## config.mk

```make
export PLATFORM = sky130hd
export DESIGN_NAME = sgdma_walker
export DESIGN_NICKNAME = d
export VERILOG_FILES = /design/src/rtl/sgw_pkg.sv /design/src/rtl/sgw_desc_decode.sv /design/src/rtl/sgw_tbl_ptr.sv /design/src/rtl/sgw_region.sv /design/src/rtl/sgdma_walker.sv
export SDC_FILE = /design/constraint.sdc
export NUM_CORES = 1
export LEC_CHECK = 0
export ABC_AREA = 1
export BUFFER_PORTS_ARGS = -buffer_cell sky130_fd_sc_hd__buf_2
export CORE_ASPECT_RATIO = 0.6
export CORE_MARGIN = 2
export CORE_UTILIZATION = 29
export CTS_CLUSTER_DIAMETER = 30
export CTS_CLUSTER_SIZE = 25
export DETAILED_ROUTE_END_ITERATION = 6
export PLACE_DENSITY = 0.56
export REMOVE_ABC_BUFFERS = 1
export SYNTH_ARGS = -nofsm -noshare
export SYNTH_HDL_FRONTEND = slang
export SYNTH_SLANG_ARGS = --single-unit
```

## constraint.sdc

```tcl
create_clock -name clk -period 4.4 [get_ports clk]
set_clock_uncertainty 0.15 [all_clocks]
set_input_delay 0.44 -clock clk [delete_from_list [all_inputs] [get_ports clk]]
set_output_delay 0.44 -clock clk [all_outputs]
set_load 0.1 [all_outputs]
```

## src/rtl/sgw_pkg.sv

```systemverilog
package sgw_pkg;
   typedef enum logic [1:0] {
      ST_IDLE  = 2'd0,
      ST_EVAL  = 2'd1,
      ST_FETCH = 2'd2,
      ST_MOVE  = 2'd3
   } sgw_state_e;

   localparam int unsigned DESC_BYTES = 8;
   localparam int unsigned DESC_BITS  = DESC_BYTES * 8;
   localparam int unsigned LAST_BIT   = DESC_BITS - 1;
endpackage

```

## src/rtl/sgw_desc_decode.sv

```systemverilog
module sgw_desc_decode #(
   parameter int unsigned ADDR_W     = 32,
   parameter int unsigned FIELD_W    = 16,
   parameter int unsigned ALIGN_BITS = 1
) (
   input  logic [sgw_pkg::DESC_BITS-1:0] desc_i,
   output logic [ADDR_W-1:0]             addr_o,
   output logic [FIELD_W:0]              len_o,
   output logic                          last_o
);
   logic [FIELD_W-1:0] raw_len;
   logic [FIELD_W-1:0] masked_len;

   initial begin
      assert (FIELD_W >= 2 && FIELD_W <= 31) else $error("FIELD_W out of range");
      assert (ALIGN_BITS < FIELD_W) else $error("ALIGN_BITS too large");
      assert (ADDR_W >= 32 && ADDR_W <= 64) else $error("ADDR_W out of range");
   end

   assign raw_len = desc_i[32 +: FIELD_W];
   assign addr_o  = ADDR_W'(desc_i[31:0]);
   assign last_o  = desc_i[sgw_pkg::LAST_BIT];

   generate
      if (ALIGN_BITS > 0) begin : g_align
         assign masked_len = {raw_len[FIELD_W-1:ALIGN_BITS], {ALIGN_BITS{1'b0}}};
      end else begin : g_raw
         assign masked_len = raw_len;
      end
   endgenerate

   // zero count stands for the full field range
   assign len_o = (masked_len == '0) ? {1'b1, {FIELD_W{1'b0}}} : {1'b0, masked_len};

   // decoded length is never zero
   always_comb begin
      a_r4_len_nonzero: assert (len_o != '0);
   end
endmodule

```

## src/rtl/sgw_tbl_ptr.sv

```systemverilog
module sgw_tbl_ptr #(
   parameter int unsigned ADDR_W     = 32,
   parameter int unsigned PAGE_BYTES = 4096
) (
   input  logic              clk,
   input  logic              rst_n,
   input  logic              load_i,
   input  logic [ADDR_W-1:0] base_i,
   input  logic              step_i,
   output logic [ADDR_W-1:0] ptr_o,
   output logic              bound_o
);
   localparam logic [ADDR_W-1:0] STEP  = ADDR_W'(sgw_pkg::DESC_BYTES);
   localparam logic [ADDR_W-1:0] LIMIT = ADDR_W'(PAGE_BYTES);

   logic [ADDR_W-1:0] base_q;
   logic [ADDR_W-1:0] ptr_q;
   logic [ADDR_W-1:0] offset;

   initial begin
      assert (PAGE_BYTES >= 16 && (PAGE_BYTES & (PAGE_BYTES - 1)) == 0)
         else $error("PAGE_BYTES must be a power of two");
   end

   always_ff @(posedge clk or negedge rst_n) begin
      if (!rst_n) begin
         base_q <= '0;
         ptr_q  <= '0;
      end else if (load_i) begin
         base_q <= base_i;
         ptr_q  <= base_i;
      end else if (step_i) begin
         ptr_q <= ptr_q + STEP;
      end
   end

   assign offset  = ptr_q - base_q;
   assign bound_o = (offset >= LIMIT);
   assign ptr_o   = ptr_q;

   // every accepted fetch moves the pointer by one descriptor
   a_r3_ptr_step: assert property (@(posedge clk) disable iff (!rst_n)
      step_i && !load_i |=> ptr_o == $past(ptr_o) + STEP);
   // a reload puts the pointer at the base
   a_r9_reload: assert property (@(posedge clk) disable iff (!rst_n)
      load_i |=> ptr_o == $past(base_i));
endmodule

```

## src/rtl/sgw_region.sv

```systemverilog
module sgw_region #(
   parameter int unsigned ADDR_W  = 32,
   parameter int unsigned FIELD_W = 16,
   parameter int unsigned REQ_W   = 20
) (
   input  logic              clk,
   input  logic              rst_n,
   input  logic              clear_i,
   input  logic              arm_i,
   input  logic [REQ_W-1:0]  req_i,
   input  logic              load_i,
   input  logic [ADDR_W-1:0] ld_addr_i,
   input  logic [FIELD_W:0]  ld_len_i,
   input  logic              ld_last_i,
   input  logic              consume_i,
   output logic [ADDR_W-1:0] cur_addr_o,
   output logic [FIELD_W:0]  cur_len_o,
   output logic              cur_last_o,
   output logic [REQ_W-1:0]  remain_o,
   output logic [FIELD_W:0]  chunk_o
);
   localparam int unsigned LEN_W = FIELD_W + 1;
   localparam int unsigned CMP_W = (REQ_W > LEN_W) ? REQ_W : LEN_W;

   logic [ADDR_W-1:0] addr_q;
   logic [LEN_W-1:0]  len_q;
   logic              last_q;
   logic [REQ_W-1:0]  remain_q;
   logic [CMP_W-1:0]  rem_x;
   logic [CMP_W-1:0]  len_x;

   initial begin
      assert (REQ_W >= 2) else $error("REQ_W too small");
   end

   assign rem_x   = CMP_W'(remain_q);
   assign len_x   = CMP_W'(len_q);
   assign chunk_o = (rem_x < len_x) ? LEN_W'(remain_q) : len_q;

   always_ff @(posedge clk or negedge rst_n) begin
      if (!rst_n) begin
         addr_q   <= '0;
         len_q    <= '0;
         last_q   <= 1'b0;
         remain_q <= '0;
      end else begin
         if (clear_i) begin
            addr_q <= '0;
            len_q  <= '0;
            last_q <= 1'b0;
         end else if (load_i) begin
            addr_q <= ld_addr_i;
            len_q  <= ld_len_i;
            last_q <= ld_last_i;
         end else if (consume_i) begin
            addr_q <= addr_q + ADDR_W'(chunk_o);
            len_q  <= len_q - chunk_o;
         end
         if (arm_i) begin
            remain_q <= req_i;
         end else if (consume_i) begin
            remain_q <= remain_q - REQ_W'(chunk_o);
         end
      end
   end

   assign cur_addr_o = addr_q;
   assign cur_len_o  = len_q;
   assign cur_last_o = last_q;
   assign remain_o   = remain_q;

   // a burst never moves zero bytes
   a_r5_chunk_nonzero: assert property (@(posedge clk) disable iff (!rst_n)
      consume_i |-> chunk_o != '0);
   // a continuation leaves the region untouched
   a_r8_cont_keeps: assert property (@(posedge clk) disable iff (!rst_n)
      arm_i && !clear_i && !load_i && !consume_i |=>
         $stable(cur_addr_o) && $stable(cur_len_o) && $stable(cur_last_o));
endmodule

```

## src/rtl/sgdma_walker.sv

```systemverilog
module sgdma_walker #(
   parameter int unsigned ADDR_W     = 32,
   parameter int unsigned REQ_W      = 20,
   parameter int unsigned FIELD_W    = 16,
   parameter int unsigned ALIGN_BITS = 1,
   parameter int unsigned PAGE_BYTES = 4096
) (
   input  logic              clk,
   input  logic              rst_n,
   input  logic              start_i,
   input  logic              cont_i,
   input  logic [ADDR_W-1:0] base_i,
   input  logic [REQ_W-1:0]  req_bytes_i,
   input  logic              dir_i,
   output logic              desc_req_o,
   output logic [ADDR_W-1:0] desc_addr_o,
   input  logic              desc_ack_i,
   input  logic              desc_err_i,
   input  logic [63:0]       desc_rdata_i,
   output logic              mem_req_o,
   output logic              mem_we_o,
   output logic [ADDR_W-1:0] mem_addr_o,
   output logic [FIELD_W:0]  mem_len_o,
   input  logic              mem_ack_i,
   input  logic              mem_err_i,
   output logic              done_o,
   output logic              exh_o,
   output logic              err_o
);
   import sgw_pkg::*;

   sgw_state_e        state_q, state_d;
   logic              dir_q;
   logic              done_q, exh_q, err_q;
   logic              set_done, set_exh, set_err;
   logic              fresh, arm, desc_take, mem_take;
   logic [ADDR_W-1:0] dec_addr;
   logic [FIELD_W:0]  dec_len;
   logic              dec_last;
   logic [ADDR_W-1:0] ptr;
   logic              bound;
   logic [ADDR_W-1:0] cur_addr;
   logic [FIELD_W:0]  cur_len;
   logic              cur_last;
   logic [REQ_W-1:0]  remain;
   logic [FIELD_W:0]  chunk;

   sgw_desc_decode #(
      .ADDR_W(ADDR_W), .FIELD_W(FIELD_W), .ALIGN_BITS(ALIGN_BITS)
   ) u_dec (
      .desc_i(desc_rdata_i), .addr_o(dec_addr), .len_o(dec_len), .last_o(dec_last)
   );

   sgw_tbl_ptr #(
      .ADDR_W(ADDR_W), .PAGE_BYTES(PAGE_BYTES)
   ) u_ptr (
      .clk(clk), .rst_n(rst_n), .load_i(fresh), .base_i(base_i),
      .step_i(desc_take), .ptr_o(ptr), .bound_o(bound)
   );

   sgw_region #(
      .ADDR_W(ADDR_W), .FIELD_W(FIELD_W), .REQ_W(REQ_W)
   ) u_reg (
      .clk(clk), .rst_n(rst_n), .clear_i(fresh), .arm_i(arm), .req_i(req_bytes_i),
      .load_i(desc_take), .ld_addr_i(dec_addr), .ld_len_i(dec_len), .ld_last_i(dec_last),
      .consume_i(mem_take), .cur_addr_o(cur_addr), .cur_len_o(cur_len),
      .cur_last_o(cur_last), .remain_o(remain), .chunk_o(chunk)
   );

   assign fresh     = (state_q == ST_IDLE) && start_i;
   assign arm       = (state_q == ST_IDLE) && (start_i || cont_i);
   assign desc_take = (state_q == ST_FETCH) && desc_ack_i && !desc_err_i;
   assign mem_take  = (state_q == ST_MOVE) && mem_ack_i && !mem_err_i;

   always_comb begin
      state_d  = state_q;
      set_done = 1'b0;
      set_exh  = 1'b0;
      set_err  = 1'b0;
      unique case (state_q)
         ST_IDLE: begin
            if (arm) state_d = ST_EVAL;
         end
         ST_EVAL: begin
            if (remain == '0) begin
               state_d  = ST_IDLE;
               set_done = 1'b1;
            end else if (cur_len != '0) begin
               state_d = ST_MOVE;
            end else if (cur_last || bound) begin
               state_d = ST_IDLE;
               set_exh = 1'b1;
            end else begin
               state_d = ST_FETCH;
            end
         end
         ST_FETCH: begin
            if (desc_ack_i) begin
               state_d = desc_err_i ? ST_IDLE : ST_EVAL;
               set_err = desc_err_i;
            end
         end
         ST_MOVE: begin
            if (mem_ack_i) begin
               state_d = mem_err_i ? ST_IDLE : ST_EVAL;
               set_err = mem_err_i;
            end
         end
         default: state_d = ST_IDLE;
      endcase
   end

   always_ff @(posedge clk or negedge rst_n) begin
      if (!rst_n) begin
         state_q <= ST_IDLE;
         dir_q   <= 1'b0;
         done_q  <= 1'b0;
         exh_q   <= 1'b0;
         err_q   <= 1'b0;
      end else begin
         state_q <= state_d;
         done_q  <= set_done;
         exh_q   <= set_exh;
         err_q   <= set_err;
         if (arm) dir_q <= dir_i;
      end
   end

   assign desc_req_o  = (state_q == ST_FETCH);
   assign desc_addr_o = ptr;
   assign mem_req_o   = (state_q == ST_MOVE);
   assign mem_we_o    = dir_q;
   assign mem_addr_o  = cur_addr;
   assign mem_len_o   = chunk;
   assign done_o      = done_q;
   assign exh_o       = exh_q;
   assign err_o       = err_q;

   // no fetch is issued after a last descriptor
   a_r6_no_fetch_past_last: assert property (@(posedge clk) disable iff (!rst_n)
      desc_req_o |-> !cur_last);
   // fetches stay inside the page window
   a_r7_fetch_in_page: assert property (@(posedge clk) disable iff (!rst_n)
      desc_req_o |-> !bound);
   // fetch only with an empty region
   a_r5_fetch_when_empty: assert property (@(posedge clk) disable iff (!rst_n)
      desc_req_o |-> cur_len == '0);
   // requests hold until acknowledged
   a_r13_desc_hold: assert property (@(posedge clk) disable iff (!rst_n)
      desc_req_o && !desc_ack_i |=> desc_req_o && $stable(desc_addr_o));
   a_r13_mem_hold: assert property (@(posedge clk) disable iff (!rst_n)
      mem_req_o && !mem_ack_i |=>
         mem_req_o && $stable(mem_addr_o) && $stable(mem_len_o) && $stable(mem_we_o));
   // one status at a time
   a_r12_status_onehot: assert property (@(posedge clk) disable iff (!rst_n)
      $onehot0({done_o, exh_o, err_o}));
   // error leaves the ports quiet
   a_r11_err_quiet: assert property (@(posedge clk) disable iff (!rst_n)
      err_o |-> !desc_req_o && !mem_req_o);
endmodule

```

Yosys cells after proc, flatten, opt, wreduce, memory -nomap -nowiden
Cells that the tools add are included.

Bits in registers: 140. Word-level logic and storage cells: 74. Input bits: 125.

$add $sub $neg: 5. Muxes and demuxes: 32. Reductions and logical operators: 18. Magnitude comparators: 2. Equal/unequal tests: 6.

Operators by type and width (number): 32-bit two-way mux (5); 17-bit two-way mux (5); 20-bit two-way mux (2); 32-bit by 17-bit adder with 32-bit output (1); 32-bit by 4-bit adder with 32-bit output, second input constant (1); 32-bit by 13-bit >= comparator with 1-bit output, second input constant (1); 32-bit subtractor (1); 20-bit logical NOT (1); 20-bit by 17-bit less-than comparator with 1-bit output (1); 20-bit by 17-bit subtractor with 20-bit output (1); 17-bit nonzero test (1); 17-bit subtractor (1); 16-bit logical NOT (1); 1-bit two-way mux (12); 2-bit two-way mux (6); 2-bit one-hot mux with 4 select lines (1); 1-bit logical AND (6); 2-bit == test, second input constant (2); 2-bit by 1-bit inequality test with 1-bit output, second input constant (2); 2-bit nonzero test (2); 3-bit AND reduction (1); 3-bit nonzero test (1); 2-bit by 1-bit == test with 1-bit output, second input constant (1); 1-bit logical NOT (2); other kinds (4) (5).

Longest topological paths before layout
Gate-level depths: netlist of run 1.

Depth after elaboration: 7. Mapped depth: 28.

Modules after synthesis
Synthesis of run 1 repeated with hierarchy kept, for this count alone.

Cell total of the unflattened synthesis: 2137. Area total of the unflattened synthesis: 13505.5 sq um.

By module, submodules not included: sgw_region (cells each 1108, area each 7170.6 sq um, sequential area each 1751.7 sq um, times used 1); sgw_tbl_ptr (cells each 873, area each 5455.2 sq um, sequential area each 1601.5 sq um, times used 1); sgdma_walker (cells each 78, area each 459.2 sq um, sequential area each 150.1 sq um, times used 1); sgw_desc_decode (cells each 78, area each 420.4 sq um, sequential area each 0.0 sq um, times used 1).

Least setup slack after synthesis of run 1
OpenSTA, ideal clock, no wires.

Kind: register to register. From: register u_reg.len_q[15], in the netlist u_reg.cur_len_o[15]. To: register u_reg.remain_q[14], in the netlist u_reg.remain_o[14]. Setup time: 121 ps. Arrival: 5984 ps. Path buffers: 0. Cell stages (with the launch flop): 22. Slack: -1855 ps. Data required time: 4129 ps. Cell sequence: dfrtp_1 > inv_1 > ha_1 > nand2_1 > inv_1 > nand2_1 > nand3_1 > a211oi_1 > and2_1 > nand2_1 > o21ai_0 > inv_1 > fa_1 > nand3_1 > nand3_1 > a21oi_1 > o21ai_1 > a21oi_1 > o21ai_1 > xor2_1 > o21bai_1 > nand2_1.

Word-level cells in the longest chain between the ends: 5.

Ends and longest elaborated chain: start, declared (RTL line sgw_region.sv:26) `logic [LEN_W-1:0] len_q;`; start signal, assigned (RTL line sgw_region.sv:53) `len_q <= ld_len_i;`; start signal, assigned (RTL line sgw_region.sv:57) `len_q <= len_q - chunk_o;`; 20-bit by 17-bit less-than comparator with 1-bit output (RTL line sgw_region.sv:38) `assign chunk_o = (rem_x < len_x) ? LEN_W'(remain_q) : len_q;`; 17-bit two-way mux (RTL line sgw_region.sv:38); net mem_len_o[1] (RTL line sgdma_walker.sv:23) `output logic [FIELD_W:0] mem_len_o,`; 20-bit by 17-bit subtractor with 20-bit output (RTL line sgw_region.sv:62) `remain_q <= remain_q - REQ_W'(chunk_o);`; 20-bit two-way mux (RTL line sgw_region.sv:61) `end else if (consume_i) begin`; 20-bit two-way mux (RTL line sgw_region.sv:59) `if (arm_i) begin`; end signal, assigned (RTL line sgw_region.sv:60) `remain_q <= req_i;`; end signal, assigned (RTL line sgw_region.sv:62); end, declared (RTL line sgw_region.sv:28) `logic [REQ_W-1:0] remain_q;`.

The timed path passes the listed nets, and every way through them passes these cells. The select of a mux whose other input is x is not followed. A chain may end at the register's enable or synchronous reset.

Worst setup path in the final report of run 1
From: register u_reg.len_q[16], in the netlist u_reg.cur_len_o[16]. To: register u_reg.remain_q[16], in the netlist u_reg.remain_o[16].

Word-level cells in the longest chain between the ends: 5.

Ends and longest elaborated chain (RTL line): 20-bit by 17-bit less-than comparator with 1-bit output (sgw_region.sv:38); 17-bit two-way mux * (sgw_region.sv:38); 20-bit by 17-bit subtractor with 20-bit output * (sgw_region.sv:62); 20-bit two-way mux * (sgw_region.sv:61); 20-bit two-way mux * (sgw_region.sv:59).

Every way passes the cells marked *; elsewhere a longest branch is shown, timed or not. The select of a mux whose other input is x is not followed.

==> flow_summary.json, run 1 <==
{
  "outcome": "finished, final reports clean",
  "async_flop_share_pct": 100.0,
  "die_h_um": 166.1,
  "critPathKind": "reg -> reg",
  "clock_sinks": 140,
  "max_freq_mhz": 235.8,
  "rows": 59,
  "track_usage_pct": 21.90,
  "synth-main-ff-cell": "dfrtp_1",
  "drc": 0,
  "routabilityCongestion": 0.9305,
  "relSlewSlack_pct": 36.58,
  "via_per_inst": 5.005,
  "met2WireLength_mm": 19.60,
  "cp.arrival_ns": 4.42,
  "drt_iter0_drc": 1327,
  "worst_pin_slew_ns": 0.9427,
  "seq_area_mm2": 0.003503,
  "design.die.area_mm2": 0.04552,
  "fin_setup_tns_ns": 0,
  "htree_levels": 4,
  "grt.overflow.total": 0,
  "portBuffers": 195,
  "clk_latency_ns": 0.46,
  "grt_setup_unrepaired": "true",
  "hold_violations": 0,
  "cts-root-buf": "clkbuf_16",
  "diodes": 0,
  "fin_nets": 2480,
  "drt-met1-wl_mm": 26.46,
  "end_kind": "flop",
  "layout-drive-gt1-share_pct": 20.40,
  "crit_required_ns": 4.58,
  "dp_hpwl_mm": 40.25,
  "grt_pass1_wl_mm": 76.34,
  "synth_common_cells": "nand2_1 (535), inv_1 (289), nor2_1 (184)",
  "ios": 212,
  "post-route-util_pct": 37.59,
  "synth-edff-count": 0,
  "yosysUniqueCellTypes": 51,
  "setup_viol": 0,
  "routedWlPerCell_um": 17.76,
  "netlist_instances": 1939,
  "clk_path_buf_depth": 2,
  "drv_cap": 0,
  "grt_max_degree": 84,
  "syn_area_mm2": 0.01269,
  "crit_path_start_kind": "flop",
  "wl_met3_mm": 4.011,
  "multi_input_area_mm2": 0.008183,
  "ys_ff_latch": 140,
  "synth_top_area_share_pct": 27.60,
  "fillers": 4710,
  "top_layer_used": "met4",
  "hp-class": "in -> reg",
  "cts_tree": "yes",
  "synth_top_area_cell": "dfrtp_1",
  "finalCritPeriodShare_pct": 96.38,
  "path_clk_slew_ns": 0.07,
  "yosys_warnings": 0,
  "finalMaxSlewViolations": 0,
  "core_mm2": 0.04326,
  "yosysSeqAreaShare_pct": 27.60,
  "die_w_um": 274.1,
  "antenna_found_initial": 0,
  "critical_path.max_fanout": 13,
  "drt_wl_total_mm": 50.50,
  "postRouteAntennaNets": 0,
  "grt_pass1_vias": 13029,
  "ys_top_cells_by_area": "dfrtp_1 (28%), nand2_1 (16%), ha_1 (9.8%)",
  "avgSynthCellArea_um2": 6.547,
  "period_minus_slack_ns": 4.241,
  "dr.pass1.iters": 6,
  "yosysMostFrequentCell": "nand2_1",
  "synthToLayoutAreaGrowth_pct": 28.09,
  "initial_core_util_pct": 29.35,
  "vias": 14234,
  "numCtsBuffers": 17,
  "hold-worst-slack_ns": 0.04294
}
## area by class of cell
cell class	instances	share of cell area, %
Multi-Input combinational cell	1461	50.32
Tap cell	579	4.455
Clock inverter	12	1.131
Inverter	297	6.887
Clock buffer	20	2.809
Timing Repair Buffer	335	12.85
Sequential cell	140	21.55
## per-stage QoR
step                      instance area (um^2)  setup WS (ns)  cells
after floorplan                          12500         -2.270   1898
after global placement                   15250        -0.1194   2806
after detailed placement                 15250       -0.02526   2806
after CTS                                15900       0.001010   2839
after global routing                     16260       -0.07105   2844
final                                    16260         0.1595   2844
## sequential cells by signal, summed over array words and instances, names as in the netlist
name,count
done_o,1
err_o,1
exh_o,1
mem_we_o,1
state_q,2
u_ptr.base_q,32
u_ptr.ptr_o,32
u_reg.cur_addr_o,32
u_reg.cur_last_o,1
u_reg.cur_len_o,17
u_reg.remain_o,20
## layout by cell type (no fill, tap or decap), drive strengths merged, types with 3 or more instances in the layout
master,synthesis,routed
a211oi,4,4
o21ai,176,176
bufinv,0,4
clkinv,3,6
clkbuf,18,20
o22ai,19,19
nand2,535,535
o31ai,6,6
a31oi,25,25
nor2,194,194
a21o,7,7
o211ai,20,20
ha,99,99
and2,3,3
buf,23,334
a21oi,109,109
o221ai,4,4
dfrtp,140,140
nand4,25,25
xnor2,17,17
nor4,17,17
nor3b,4,4
o21bai,11,11
a22oi,3,3
nand3,83,83
xor2,30,30
inv,294,297
fa,4,4
nand3b,18,18
nor3,35,35
## cell families (layout without fill, tap and decap cells)
family | Yosys count | in the layout | share of synthesized area [%]
compound gates | 392 | 392 | 17.51
buf+inv | 338 | 664 | 10.39
mux | 2 | 2 | 0.1577
simple gates | 917 | 917 | 30.71
fa+ha+maj | 103 | 103 | 10.39
flops | 140 | 140 | 27.60
xor+xnor | 47 | 47 | 3.243
## routing by layer
layer  track usage [%]  vias to the layer above
li1                  -                     6992
met1             35.70                     6660
met2             29.30                      556
met3             4.020                       26
met4             3.781                        0
met5                 0                        -
## worst max-delay path, stage by stage (launching register included)
cell and delay (ns):
dfrtp_1 0.36, inv_1 0.06, ha_1 0.30, nand2_1 0.07
nor2_2 0.15, nand4_1 0.21, nor3_1 0.23, nand2_1 0.08
and2_1 0.18, nand2_2 0.08, buf_12 0.14, nand2_1 0.07
o21ai_2 0.12, ha_2 0.21, inv_1 0.06, fa_1 0.39
nand3_1 0.10, nand3_2 0.09, a21oi_2 0.21, o21ai_1 0.09
buf_4 0.17, nand3_1 0.06, nand2_1 0.07, a21oi_1 0.16
o21ai_0 0.12, o211ai_1 0.10, o21ai_1 0.09
## timing repair
item | CTS | global route
endpoints found under the setup margin | 1 | 42
pin swaps | 0 | 20
resized for setup | 1 | 94
hold buffers | 1 | 0
endpoints found under the hold margin | 67 | 0
setup buffers | 0 | 5
gates cloned | 0 | 0
## worst paths after layout
path | from | endpoint | slack [ns] | depth (start not counted)
min in group asynchronous | rst_n | u_ptr.base_q[20] | 0.45 | 2
hold reg to reg | u_ptr.base_q[0] | u_ptr.base_q[0] | 0.33 | 2
setup reg to reg | u_reg.cur_len_o[16] | u_reg.remain_o[16] | 0.16 | 26
setup / recovery | u_reg.cur_len_o[16] | u_reg.remain_o[16] | 0.16 | 26
hold / removal | dir_i | mem_we_o | 0.04 | 3
max in group asynchronous | rst_n | u_reg.cur_addr_o[30] | 2.79 | 3
Power of run 1 is not shown: default switching activity piles up to over one toggle a cycle in this logic, so the estimate is an artifact.
==> inputs of run 2 (changes only) <==
Settings changed: CTS_BUF_LIST set to sky130_fd_sc_hd__clkbuf_16, PLACE_DENSITY 0.56 to 0.57.
Clock period 4.4 ns to 3.6 ns, I/O delays scaled along.
==> run 2 against run 1 <==
The run now ends with setup timing left; wire length rose by 10%; worst hold slack lost 0.024 ns; die area is the same; setup slack got worse by 0.68 ns; sequential share of layout area shrank 3.9 points; critical endpoint is now u_reg.cur_len_o[12].
==> flow_summary.json, run 2 (synthesis results as in run 1) <==
{
  "drt_iter0_drc": 1387,
  "grt_pass1_wl_mm": 83.46,
  "routabilityCongestion": 0.9579,
  "cts_tree": "yes",
  "critPathKind": "reg -> reg",
  "mostFrequentLayoutCell": "nand2_1",
  "cts-root-buf": "clkbuf_16",
  "max_freq_mhz": 242.7,
  "crit_path_start_kind": "flop",
  "clock_sinks": 140,
  "htree_levels": 4,
  "layout-drive-gt1-share_pct": 34.36,
  "slowest_delay_ns": 0.44,
  "drc": 0,
  "fillers": 4239,
  "dr.pass1.iters": 5,
  "period_minus_slack_ns": 4.120,
  "drt_wl_total_mm": 55.75,
  "core_mm2": 0.04326,
  "antenna_found_initial": 4,
  "crit_start": "u_reg.remain_o[16]",
  "dp.cells": 2910,
  "crit_required_ns": 3.77,
  "cp.arrival_ns": 4.29,
  "routedWlPerCell_um": 18.42,
  "grt.overflow.total": 0,
  "slowest_stage": "dfrtp_1",
  "die_h_um": 166.1,
  "hp-class": "in -> reg",
  "cp_common_cell": "nand2_2",
  "synthToLayoutAreaGrowth_pct": 56.13,
  "outcome": "finished with violations",
  "rows": 59,
  "holdCritStartpoint": "base_i[4]",
  "end_kind": "flop",
  "track_usage_pct": 23.73,
  "fin_cells": 3026,
  "initial_core_util_pct": 29.35,
  "grt_setup_unrepaired": "true",
  "setup_viol": 58,
  "post-route-util_pct": 45.82,
  "via_per_inst": 5.062,
  "violations": "setup timing",
  "final_cell_mix": "nand2_1 (474), inv_1 (257), buf_4 (219)",
  "worst_slack_ns": -0.5199,
  "postRouteAntennaNets": 0,
  "die_w_um": 274.1,
  "finalMaxSlewViolations": 0,
  "hold_violations": 0,
  "ios": 212,
  "worst_pin_slew_ns": 0.9401,
  "vias": 15317,
  "portBuffers": 195,
  "rr_startpoint": "u_reg.remain_o[16]",
  "critical_path.max_fanout": 7,
  "dp_hpwl_mm": 41.57,
  "grt_max_degree": 64,
  "grt_pass1_vias": 14563,
  "relSlewSlack_pct": 36.75,
  "numCtsBuffers": 17,
  "fin_nets": 2661,
  "finalCritPeriodShare_pct": 114.4,
  "drv_cap": 0,
  "design.die.area_mm2": 0.04552,
  "clk_path_buf_depth": 2,
  "path_clk_slew_ns": 0.07,
  "clk_latency_ns": 0.46
}
run 2: cell types whose count changed in the layout (fill, tap and decap cells not counted), sizes merged:
cell	before	now
buf	334	489
dlygate4sd3	1	27
clkbuf	20	17
diode	0	2
bufinv	4	5
clkinv	6	7
clkinvlp	2	1
inv	297	298
run 2: final timing paths:
| path | end | slack (ns) | depth (start not counted) |
|---|---|---|---|
| min in group asynchronous | u_ptr.base_q[20] | 0.34 | 2 |
| max in group asynchronous | u_reg.cur_addr_o[28] | 2.11 | 3 |
| min reg2reg | u_ptr.base_q[0] | 0.33 | 2 |
| min | u_ptr.base_q[4] | 0.02 | 3 |
| max | u_reg.cur_len_o[12] | -0.52 | 27 |
| max reg2reg | u_reg.cur_len_o[12] | -0.52 | 27 |
run 2: cell type report:
cell class / instances / area [um^2] / area share [%]
diodes: 2 / 5.005 / 0.02525
clock buffers: 17 / 425.4 / 2.146
clock inverters: 14 / 219.0 / 1.105
inverters: 297 / 1142 / 5.764
multi-input cells: 1461 / 9748 / 49.18
flip-flops and latches: 140 / 3503 / 17.68
well taps: 579 / 724.4 / 3.655
repair buffers: 516 / 4053 / 20.45
run 2: layer usage:
layer  global-route usage (%)  up-vias  wire [um]
met5                        0        -         27
met4                    5.671        4        991
met3                    5.191       67       4573
met2                    33.04      583      22870
met1                    36.52     7313      27280
li1                         -     7350          -
run 2: stage by stage:
step                setup WS [ns]  hold slack [ns]  setup TNS (ns)  instance area [um^2]
floorplan                  -3.070         -0.08559         -188.91                 12500
global placement          -0.8164           0.2582          -28.43                 16280
detailed placement        -0.7252           0.2674          -26.72                 16280
CTS                       -0.3849        0.0001122          -13.24                 19060
global route              -0.6624          0.01941          -28.61                 19820
finish                    -0.5199          0.01865          -20.03                 19820
run 2: critical path, delay by kind of cell, from the launching register on:
| family | cells | cell delay [ns] |
|---|---|---|
| simple gates | 14 | 1.28 |
| fa+ha+maj | 3 | 0.79 |
| buf+inv | 5 | 0.68 |
| compound gates | 5 | 0.62 |
| flops | 1 | 0.44 |
run 2: timing repair:
item / in CTS / in global routing
gates cloned: 2 / 0
hold endpoints to repair: 88 / 0
pin swaps: 107 / 85
buffers inserted: 50 / 22
resized for setup: 346 / 182
hold buffers: 27 / 0
setup endpoints to repair: 65 / 77
Power of run 2 is left out for the same reason.
==> inputs of run 3 (changes only) <==
Settings changed: REMOVE_ABC_BUFFERS 1 to unset.
==> run 3 against run 2 <==
Register-to-register slack gained 0.17 ns; highest routed layer unchanged; the run still ends with setup timing left; via count shrank 1.3%; setup slack gained 0.17 ns; critical endpoint is now u_reg.cur_addr_o[19]; design area shrank 3.0%; die area is the same; sequential share of layout area grew 0.54 points.
==> flow_summary.json, run 3 (synthesis results as in run 1) <==
{
  "final_cell_mix": "nand2_1 (489), inv_1 (255), buf_4 (231)",
  "critical_path.max_fanout": 6,
  "dr.pass1.iters": 5,
  "worst_pin_slew_ns": 1.226,
  "cts_tree": "yes",
  "top_layer_used": "met5",
  "reg2reg_depth": 24,
  "met2WireLength_mm": 21.72,
  "clock_sinks": 140,
  "grt_setup_unrepaired": "true",
  "drt-met1-wl_mm": 27.51,
  "fin_nets": 2633,
  "drt_wl_total_mm": 55.60,
  "wl_met3_mm": 5.123,
  "routabilityCongestion": 1.029,
  "cts-root-buf": "clkbuf_16",
  "relSlewSlack_pct": 18.25,
  "path_clk_slew_ns": 0.07,
  "grt.overflow.total": 0,
  "synthToLayoutAreaGrowth_pct": 51.49,
  "cp_cell_sequence": "inv_2 -> ha_4 -> nand2_2 -> inv_2 -> nand3_2 -> nand3_2 -> a211oi_2 -> and2_4 -> nand2_8 -> buf_6 -> o21ai_4 -> buf_4 -> ha_1 -> nand3_2 -> nand2_2 -> a21oi_4 -> buf_6 -> o21ai_4 -> nand2_1 -> nand2_2 -> a21oi_4 -> xor2_1 -> nor2_1 -> o21ai_1",
  "track_usage_pct": 23.66,
  "hold_violations": 0,
  "via_per_inst": 5.039,
  "die_w_um": 274.1,
  "period_minus_slack_ns": 3.949,
  "cp.depth": 24,
  "portBuffers": 195,
  "initial_core_util_pct": 29.35,
  "crit_start": "u_reg.cur_len_o[15]",
  "numCtsBuffers": 17,
  "dp_hpwl_mm": 43.44,
  "grt_pass1_wl_mm": 82.16,
  "rows": 59,
  "die_h_um": 166.1,
  "htree_levels": 4,
  "layout-drive-gt1-share_pct": 33.17,
  "crit_path_start_kind": "flop",
  "crit_family": "compound AO/OA/AOI/OAI gates",
  "postRouteAntennaNets": 0,
  "hp-class": "in -> reg",
  "rr_endpoint": "u_reg.cur_addr_o[19]",
  "finalCritPeriodShare_pct": 109.7,
  "antenna_found_initial": 3,
  "slowest_delay_ns": 0.41,
  "max_freq_mhz": 253.2,
  "path_buf_inv": 5,
  "worst_slack_ns": -0.3495,
  "drv_cap": 0,
  "ios": 212,
  "violations": "setup timing",
  "synth_nets": 2167,
  "routedWlPerCell_um": 18.53,
  "mostFrequentLayoutCell": "nand2_1",
  "vias": 15116,
  "end_kind": "flop",
  "cp.arrival_ns": 4.19,
  "core_mm2": 0.04326,
  "clk_path_buf_depth": 2,
  "slowest_stage": "dfrtp_1",
  "drc": 0,
  "grt_pass1_vias": 14009,
  "outcome": "finished with violations",
  "rr_startpoint": "u_reg.cur_len_o[15]",
  "finalMaxSlewViolations": 0,
  "drt_iter0_drc": 1623,
  "design.die.area_mm2": 0.04552,
  "critPathKind": "reg -> reg",
  "crit_required_ns": 3.84,
  "grt_max_degree": 64,
  "place_worst_setup_slack_ns": -0.4482,
  "setup_viol": 48,
  "crit_end": "u_reg.cur_addr_o[19]",
  "clk_latency_ns": 0.46,
  "reg2reg_slack_ns": -0.35
}
-- run 3: cell types whose count changed in the layout (fill, tap and decap cells not counted), sizes merged --
cell         change
buf             -28
dlygate4sd3      -4
clkbuf           +3
clkinv           +3
inv              -3
clkinvlp         +2
bufinv           -1
diode            +1
nand2            +1
-- run 3: metrics by stage --
stage | TNS (ns) | utilization, % | hold WS, ns | cells | instance area, um^2
2_1_floorplan | -11.32 | - | -0.08559 | 1939 | 13530
3_3_place_gp | -9.505 | 39.04 | 0.2917 | 2909 | 16890
3_5_place_dp | -12.58 | 39.04 | 0.2953 | 2909 | 16890
4_1_cts | -6.455 | 42.22 | 0.0004659 | 2980 | 18260
5_1_grt | -17.75 | 44.44 | 0.008451 | 2998 | 19230
6_report | -9.788 | 44.46 | 0.01543 | 3000 | 19230
-- run 3: worst min-delay path, cell delays in order --
cell and delay [ns]:
buf_2 0.09, nand3_1 0.07, o21ai_0 0.07
-- run 3: final cells by class --
cell class,instances,area [um^2]
antenna,3,7.507
clock buffer,17,425.4
clock inverter,15,197.7
fill,4417,24030
inverter,297,1130
multi-input combinational,1462,9737
sequential,140,3503
tap,579,724.4
timing repair buffer,487,3506
-- run 3: metal layers --
layer | vias up | track usage, %
li1 | 7315 | -
met1 | 7094 | 36.24
met2 | 631 | 31.32
met3 | 74 | 6.998
met4 | 2 | 6.593
met5 | - | 0
-- run 3: what timing repair did --
action | CTS | global route
endpoints found under the setup margin | 52 | 64
hold buffers | 23 | 0
gates resized for setup | 95 | 195
setup buffers | 15 | 19
endpoints found under the hold margin | 87 | 0
gates cloned | 1 | 1
pin swaps | 30 | 116
-- run 3: how the worst min path moves through the flow --
stage,startpoint,to,slack [ns],cells past startpoint
floorplan,rst_n,done_o,-0.09,0
global placement,rst_n,u_reg.cur_addr_o[21],0.29,1
detailed placement,rst_n,u_reg.cur_addr_o[21],0.30,1
CTS,mem_err_i,err_o,0.0005,3
global route,mem_err_i,err_o,0.008,3
finish,mem_err_i,err_o,0.02,3
Power of run 3 is left out for the same reason.
